--- src/rtl/pack_alu_pkg.sv ---
// Shared encodings for the packed-lane arithmetic unit.
// Assumes a 64-bit datapath; the lane widths are chosen by the top module.
package pack_alu_pkg;
    localparam int unsigned WORD_W = 64;

    typedef enum logic [2:0] {
        OP_ADD    = 3'd0,
        OP_SUB    = 3'd1,
        OP_AVG    = 3'd2,
        OP_SHLADD = 3'd3,
        OP_CMPEQ  = 3'd4,
        OP_CMPGT  = 3'd5,
        OP_MULHI  = 3'd6,
        OP_RSVD   = 3'd7
    } pack_op_e;

    typedef enum logic [1:0] {
        LANE_NARROW = 2'd0,
        LANE_MID    = 2'd1,
        LANE_WIDE   = 2'd2,
        LANE_NONE   = 2'd3
    } lane_sz_e;

    typedef enum logic [1:0] {
        OVF_WRAP  = 2'd0,
        OVF_SSAT  = 2'd1,
        OVF_USAT  = 2'd2,
        OVF_WRAP2 = 2'd3
    } ovf_mode_e;
endpackage

--- src/rtl/pack_lane.sv ---
// One lane of width W: computes every lane operation and selects one.
// Assumes W >= 4. The multiplier exists only when HAS_MUL is set;
// otherwise the high-half multiply returns zero.
module pack_lane
    import pack_alu_pkg::*;
#(
    parameter int unsigned W       = 8,
    parameter bit          HAS_MUL = 1'b0
) (
    input  logic [W-1:0] a,
    input  logic [W-1:0] b,
    input  pack_op_e     op,
    input  ovf_mode_e    mode,
    input  logic [1:0]   shamt,
    output logic [W-1:0] y
);
    localparam int unsigned XW = W + 4;

    logic [W-1:0]  smax, smin, umax;
    logic [W:0]    sum_s, sum_u, dif_s, dif_u, avg_x;
    logic [XW-1:0] a_ext, b_ext, sh_sum;
    logic [W-1:0]  add_r, sub_r, shl_r, mul_hi;
    logic          sh_ovf;

    assign smax = {1'b0, {(W-1){1'b1}}};
    assign smin = {1'b1, {(W-1){1'b0}}};
    assign umax = {W{1'b1}};

    // Widened sums and differences keep carry, borrow and sign information.
    always_comb begin
        sum_s = {a[W-1], a} + {b[W-1], b};
        sum_u = {1'b0, a} + {1'b0, b};
        dif_s = {a[W-1], a} - {b[W-1], b};
        dif_u = {1'b0, a} - {1'b0, b};
        avg_x = {1'b0, a} + {1'b0, b} + {{W{1'b0}}, 1'b1};
    end

    // Add under the selected overflow policy.
    always_comb begin
        unique case (mode)
            OVF_SSAT: add_r = (sum_s[W] != sum_s[W-1]) ? (sum_s[W] ? smin : smax) : sum_s[W-1:0];
            OVF_USAT: add_r = sum_u[W] ? umax : sum_u[W-1:0];
            default:  add_r = sum_u[W-1:0];
        endcase
    end

    // Subtract under the selected overflow policy.
    always_comb begin
        unique case (mode)
            OVF_SSAT: sub_r = (dif_s[W] != dif_s[W-1]) ? (dif_s[W] ? smin : smax) : dif_s[W-1:0];
            OVF_USAT: sub_r = dif_u[W] ? '0 : dif_u[W-1:0];
            default:  sub_r = dif_u[W-1:0];
        endcase
    end

    // Shift-and-accumulate in a widened signed domain, then clamp.
    always_comb begin
        a_ext  = {{4{a[W-1]}}, a};
        b_ext  = {{4{b[W-1]}}, b};
        sh_sum = (a_ext << shamt) + b_ext;
        sh_ovf = !((&sh_sum[XW-1:W-1]) || (~|sh_sum[XW-1:W-1]));
        shl_r  = sh_ovf ? (sh_sum[XW-1] ? smin : smax) : sh_sum[W-1:0];
    end

    // Multiplier present only in lanes of the multiply width.
    generate
        if (HAS_MUL) begin : g_mul
            logic signed [2*W-1:0] prod;
            assign prod   = $signed(a) * $signed(b);
            assign mul_hi = prod[2*W-1:W];
        end else begin : g_nomul
            assign mul_hi = '0;
        end
    endgenerate

    // Final operation select.
    always_comb begin
        unique case (op)
            OP_ADD:    y = add_r;
            OP_SUB:    y = sub_r;
            OP_AVG:    y = avg_x[W:1];
            OP_SHLADD: y = shl_r;
            OP_CMPEQ:  y = (a == b) ? umax : '0;
            OP_CMPGT:  y = ($signed(a) > $signed(b)) ? umax : '0;
            OP_MULHI:  y = mul_hi;
            default:   y = '0;
        endcase
    end
endmodule

--- src/rtl/pack_lane_array.sv ---
// Splits a word into WORD_W/LANE_W independent lanes of one fixed size.
// Assumes LANE_W divides WORD_W exactly.
module pack_lane_array
    import pack_alu_pkg::*;
#(
    parameter int unsigned WORD_BITS = 64,
    parameter int unsigned LANE_W    = 8,
    parameter bit          HAS_MUL   = 1'b0
) (
    input  logic [WORD_BITS-1:0] a,
    input  logic [WORD_BITS-1:0] b,
    input  pack_op_e             op,
    input  ovf_mode_e            mode,
    input  logic [1:0]           shamt,
    output logic [WORD_BITS-1:0] y
);
    localparam int unsigned N_LANES = WORD_BITS / LANE_W;

    // One lane instance per slice; no signal links adjacent slices.
    generate
        for (genvar g = 0; g < N_LANES; g++) begin : g_lane
            pack_lane #(.W(LANE_W), .HAS_MUL(HAS_MUL)) u_lane (
                .a    (a[g*LANE_W +: LANE_W]),
                .b    (b[g*LANE_W +: LANE_W]),
                .op   (op),
                .mode (mode),
                .shamt(shamt),
                .y    (y[g*LANE_W +: LANE_W])
            );
        end
    endgenerate
endmodule

--- src/rtl/pack_alu.sv ---
// Top of the packed-lane unit: three lane arrays run in parallel, the
// lane-size code selects one, and the choice is registered.
// Assumes synchronous active-low reset; one cycle of latency.
module pack_alu
    import pack_alu_pkg::*;
#(
    parameter int unsigned NARROW_W = 8,
    parameter int unsigned MID_W    = 16,
    parameter int unsigned WIDE_W   = 32,
    parameter int unsigned MUL_W    = 16
) (
    input  logic                clk,
    input  logic                rst_n,
    input  logic [WORD_W-1:0]   src_a,
    input  logic [WORD_W-1:0]   src_b,
    input  logic [2:0]          op_code,
    input  logic [1:0]          lane_sel,
    input  logic [1:0]          shamt,
    input  logic [1:0]          ovf_mode,
    output logic [WORD_W-1:0]   result
);
    pack_op_e    op;
    ovf_mode_e   mode;
    lane_sz_e    lsz;
    logic [WORD_W-1:0] y_narrow, y_mid, y_wide, y_sel;

    assign op   = pack_op_e'(op_code);
    assign mode = ovf_mode_e'(ovf_mode);
    assign lsz  = lane_sz_e'(lane_sel);

    pack_lane_array #(.WORD_BITS(WORD_W), .LANE_W(NARROW_W), .HAS_MUL(NARROW_W == MUL_W)) u_narrow (
        .a(src_a), .b(src_b), .op(op), .mode(mode), .shamt(shamt), .y(y_narrow));
    pack_lane_array #(.WORD_BITS(WORD_W), .LANE_W(MID_W), .HAS_MUL(MID_W == MUL_W)) u_mid (
        .a(src_a), .b(src_b), .op(op), .mode(mode), .shamt(shamt), .y(y_mid));
    pack_lane_array #(.WORD_BITS(WORD_W), .LANE_W(WIDE_W), .HAS_MUL(WIDE_W == MUL_W)) u_wide (
        .a(src_a), .b(src_b), .op(op), .mode(mode), .shamt(shamt), .y(y_wide));

    // Pick the array matching the requested lane size.
    always_comb begin
        unique case (lsz)
            LANE_NARROW: y_sel = y_narrow;
            LANE_MID:    y_sel = y_mid;
            LANE_WIDE:   y_sel = y_wide;
            default:     y_sel = '0;
        endcase
    end

    // Output register with synchronous clear.
    always_ff @(posedge clk) begin
        if (!rst_n) result <= '0;
        else        result <= y_sel;
    end
endmodule

--- config.mk ---
export PLATFORM = sky130hd
export DESIGN_NAME = pack_alu
export DESIGN_NICKNAME = d
export VERILOG_FILES = /design/src/rtl/pack_alu_pkg.sv /design/src/rtl/pack_lane.sv /design/src/rtl/pack_lane_array.sv /design/src/rtl/pack_alu.sv
export SDC_FILE = /design/constraint.sdc
export NUM_CORES = 2
export LEC_CHECK = 0
export ABC_AREA = 1
export BUFFER_PORTS_ARGS = -buffer_cell sky130_fd_sc_hd__buf_2
export CELL_PAD_IN_SITES_DETAIL_PLACEMENT = 0
export CELL_PAD_IN_SITES_GLOBAL_PLACEMENT = 1
export CORE_MARGIN = 8
export CORE_UTILIZATION = 51
export DETAILED_ROUTE_END_ITERATION = 6
export PLACE_DENSITY = 0.95
export SYNTH_ARGS = -nofsm -noshare
export SYNTH_HDL_FRONTEND = slang
export SYNTH_SLANG_ARGS = --single-unit
export TNS_END_PERCENT = 100
--- constraint.sdc ---
create_clock -name clk -period 11.1 [get_ports clk]
set_clock_uncertainty 0.05 [all_clocks]
set_input_delay 0.555 -clock clk [delete_from_list [all_inputs] [get_ports clk]]
set_output_delay 0.555 -clock clk [all_outputs]
set_load 0.03 [all_outputs]
==> results.yml <==
layout:
  fin_nets: 15230
  drive_gt1_share_pct: 4.180
  finalInstanceArea_sq_um: 84770
  largestRegisters: "result x64"
  final_common_cell: "nand2_1"
  largest_reg_flops: 64
  areaGrowthSynthToFinish_pct: 2.820
  regMostFlops: "result"
  layout_common_cells: "3,901 x nand2_1, 2,902 x inv_1, 1,068 x fa_1, 1,063 x nor2_1, 800 x a21oi_1"
clock_tree:
  root_buffer: "clkbuf_16"
  post_cts_resized: 0
  cts_tree: "done"
  numClockSinks: 64
  clk_path_buf_depth: 2
  path_clk_slew_ns: 0.06
  cts_made_buffers: 9
  htree_levels: 3
  postCtsSetupRepairBufs: 0
  hold_buffers: 0
job:
  cap_violations: 0
worst_setup_path:
  slowest_stage: "fa_1"
  critPathBufInv: 6
  worstSetupPathType: "input pin to register"
  cp-end-kind: "register"
  critPathLaunch: "src_a[47]"
  crit_end: "result[44]"
  cp.arrival_ns: 7.98
  critPathMaxFanout: 22
  cpLargestDelayFamily: "adder cells"
  cp_slowest_stage_delay_ns: 1.03
  cp.required_ns: 11.36
  start_kind: "input pin"
  cp.depth: 26
synth:
  synth_area_leaders: "fa_1 26%, nand2_1 18%, inv_1 13%, ha_1 8.6%, nor2_1 4.9%"
  synth_ff_type: "dfxtp_1"
  synth_cell_types: 62
  synth_edf_count: 0
  yosysTopAreaCell: "fa_1"
  synth_top_area_share_pct: 25.93
  async_flop_share_pct: 0
  synth_area_per_cell_sq_um: 6.012
  ys_ff_latch: 64
  yosysWarningCount: 0
  syn_inst: 13720
  syn-num-nets: 15490
  synth-seq-area-share_pct: 1.554
  synthesis.area_sq_um: 82450
die:
  coreArea_sq_um: 160600
  die_h_um: 418.1
  rows: 147
  initial_core_util_pct: 51.35
  dieWidth_um: 418.1
  fp.dieArea_sq_um: 174800
  ios: 203
global_route:
  grt_pass1_wl_um: 556600
  grt_pass1_vias: 88920
  overflow: 0
  grt_start_max_net_pins: 119
  grt_antenna_before_repair: 8
  grt_usage_pct: 41.56
place:
  post-place-ws_ns: 3.309
  port_buffers: 202
  globalplace.congestion: 1.118
  hpwl_um: 305500
  placedInstanceArea_sq_um: 84410
timing:
  fin_crit_ns: 7.713
  rsz0062_at_grt: "no"
  setup_viol: 0
  setup_ws_ns: 3.387
  hold_violations: 0
  period_share_pct: 69.48
  maxSlewHeadroom_pct: 19.73
  fmax_mhz: 129.7
  finalSetupTns_ns: 0
  worst_pin_slew_ns: 1.195
  slew_violations: 0
outcome:
  status: "finished, violations left"
  violations: "DRC"
power_and_ir_drop:
  power_density_nw_per_um2: 328.2
  peakVddDrop_mv: 0.4534
  leakage_uw: 0.04875
drt:
  drt_wl_total_um: 375900
  postRouteAntennaNets: 0
  post_drt_via_cell_ratio: 5.891
  wl_per_cell_um: 24.05
  first_pass_iters: 7
  vias: 92080
  drt-initial-drc-count: 11670
  drcViolationCount: 13
min_path:
  hold_path.class: "input pin to register"
  min_path_cells: 3
-- worst min-delay path: stages --
cell	delay (ns)
buf_2	0.25
nand2_1	0.12
inv_1	0.03
-- through the flow --
| step | power (uW) | cells | utilization (%) | hold slack, ns |
|---|---|---|---|---|
| after global routing | 30970 | 15630 | 52.79 | 0.5465 |
| final | 27820 | 15630 | 52.80 | 0.5348 |
| after detailed placement | 26590 | 15610 | 52.57 | 0.9420 |
| after CTS | 27140 | 15630 | 52.79 | 0.5104 |
| after global placement | 26350 | 15610 | 52.57 | 0.9420 |
| after floorplan | 18810 | 13720 | - | 0.6777 |
-- cell usage after synthesis (20+ instances only) --
master / number
buf_4: 34
nand2_1: 3901
nand3b_1: 30
o21bai_1: 67
inv_1: 2905
nand2_2: 66
nor2_1: 1067
and2_1: 22
fa_1: 1068
o211ai_1: 52
xor2_1: 247
a21o_1: 29
buf_2: 84
a21oi_1: 800
dfxtp_1: 64
xnor2_1: 62
nor2_2: 45
o21ai_1: 68
a31oi_1: 27
nand3_1: 786
o21ai_0: 761
nand4_1: 186
a21oi_2: 20
clkbuf_1: 365
buf_1: 27
inv_2: 56
or2_2: 34
ha_1: 564
nor3_1: 93
-- layout make-up --
cell class	count	area (sq um)
Antenna cell	4	10.01
Clock buffer	11	252.7
Clock inverter	5	102.6
Fill cell	16940	75790
Inverter	2972	11170
Multi-Input combinational cell	10160	67800
Sequential cell	64	1281
Tap cell	2160	2703
Timing Repair Buffer	259	1456
-- how the worst min path moves through the flow --
stage                     from    endpoint  slack, ns
floorplan                rst_n  result[16]       0.68
global placement     result[7]   result[7]       0.94
detailed placement  result[33]  result[33]       0.94
CTS                      rst_n  result[43]       0.51
global route             rst_n  result[14]       0.55
finish                   rst_n  result[43]       0.53
-- routing by layer --
layer | vias up | share of wire, % | global-route usage [%]
li1 | 41310 | - | -
met1 | 43540 | 38 | 54.15
met2 | 5946 | 43 | 64.27
met3 | 1281 | 12 | 8.450
met4 | 8 | 7.2 | 23.58
met5 | - | 0.015 | 0
-- report_power, final --
group	internal [uW]	leakage, uW	switching [uW]
Sequential	277	0.000524	46.6
Combinational	8900	0.0481	18200
Clock	231	0.000172	145
Total	9400	0.0487	18400
-- cell families (layout without fill, tap and decap cells) --
kind of cell	Yosys count	in the layout	synth area share, %
muxes	18	18	0.2185
other	0	4	0
xor gates and xnor gates	321	321	3.560
and+or+nand+nor	6286	6286	31.47
AOI/OAI and AO/OA	1900	1900	12.41
DFF	64	64	1.554
adders and majority gates	1632	1632	34.49
buffers and inverters	3494	3247	16.30
No activity file was read; power rests on OpenSTA's default activity.
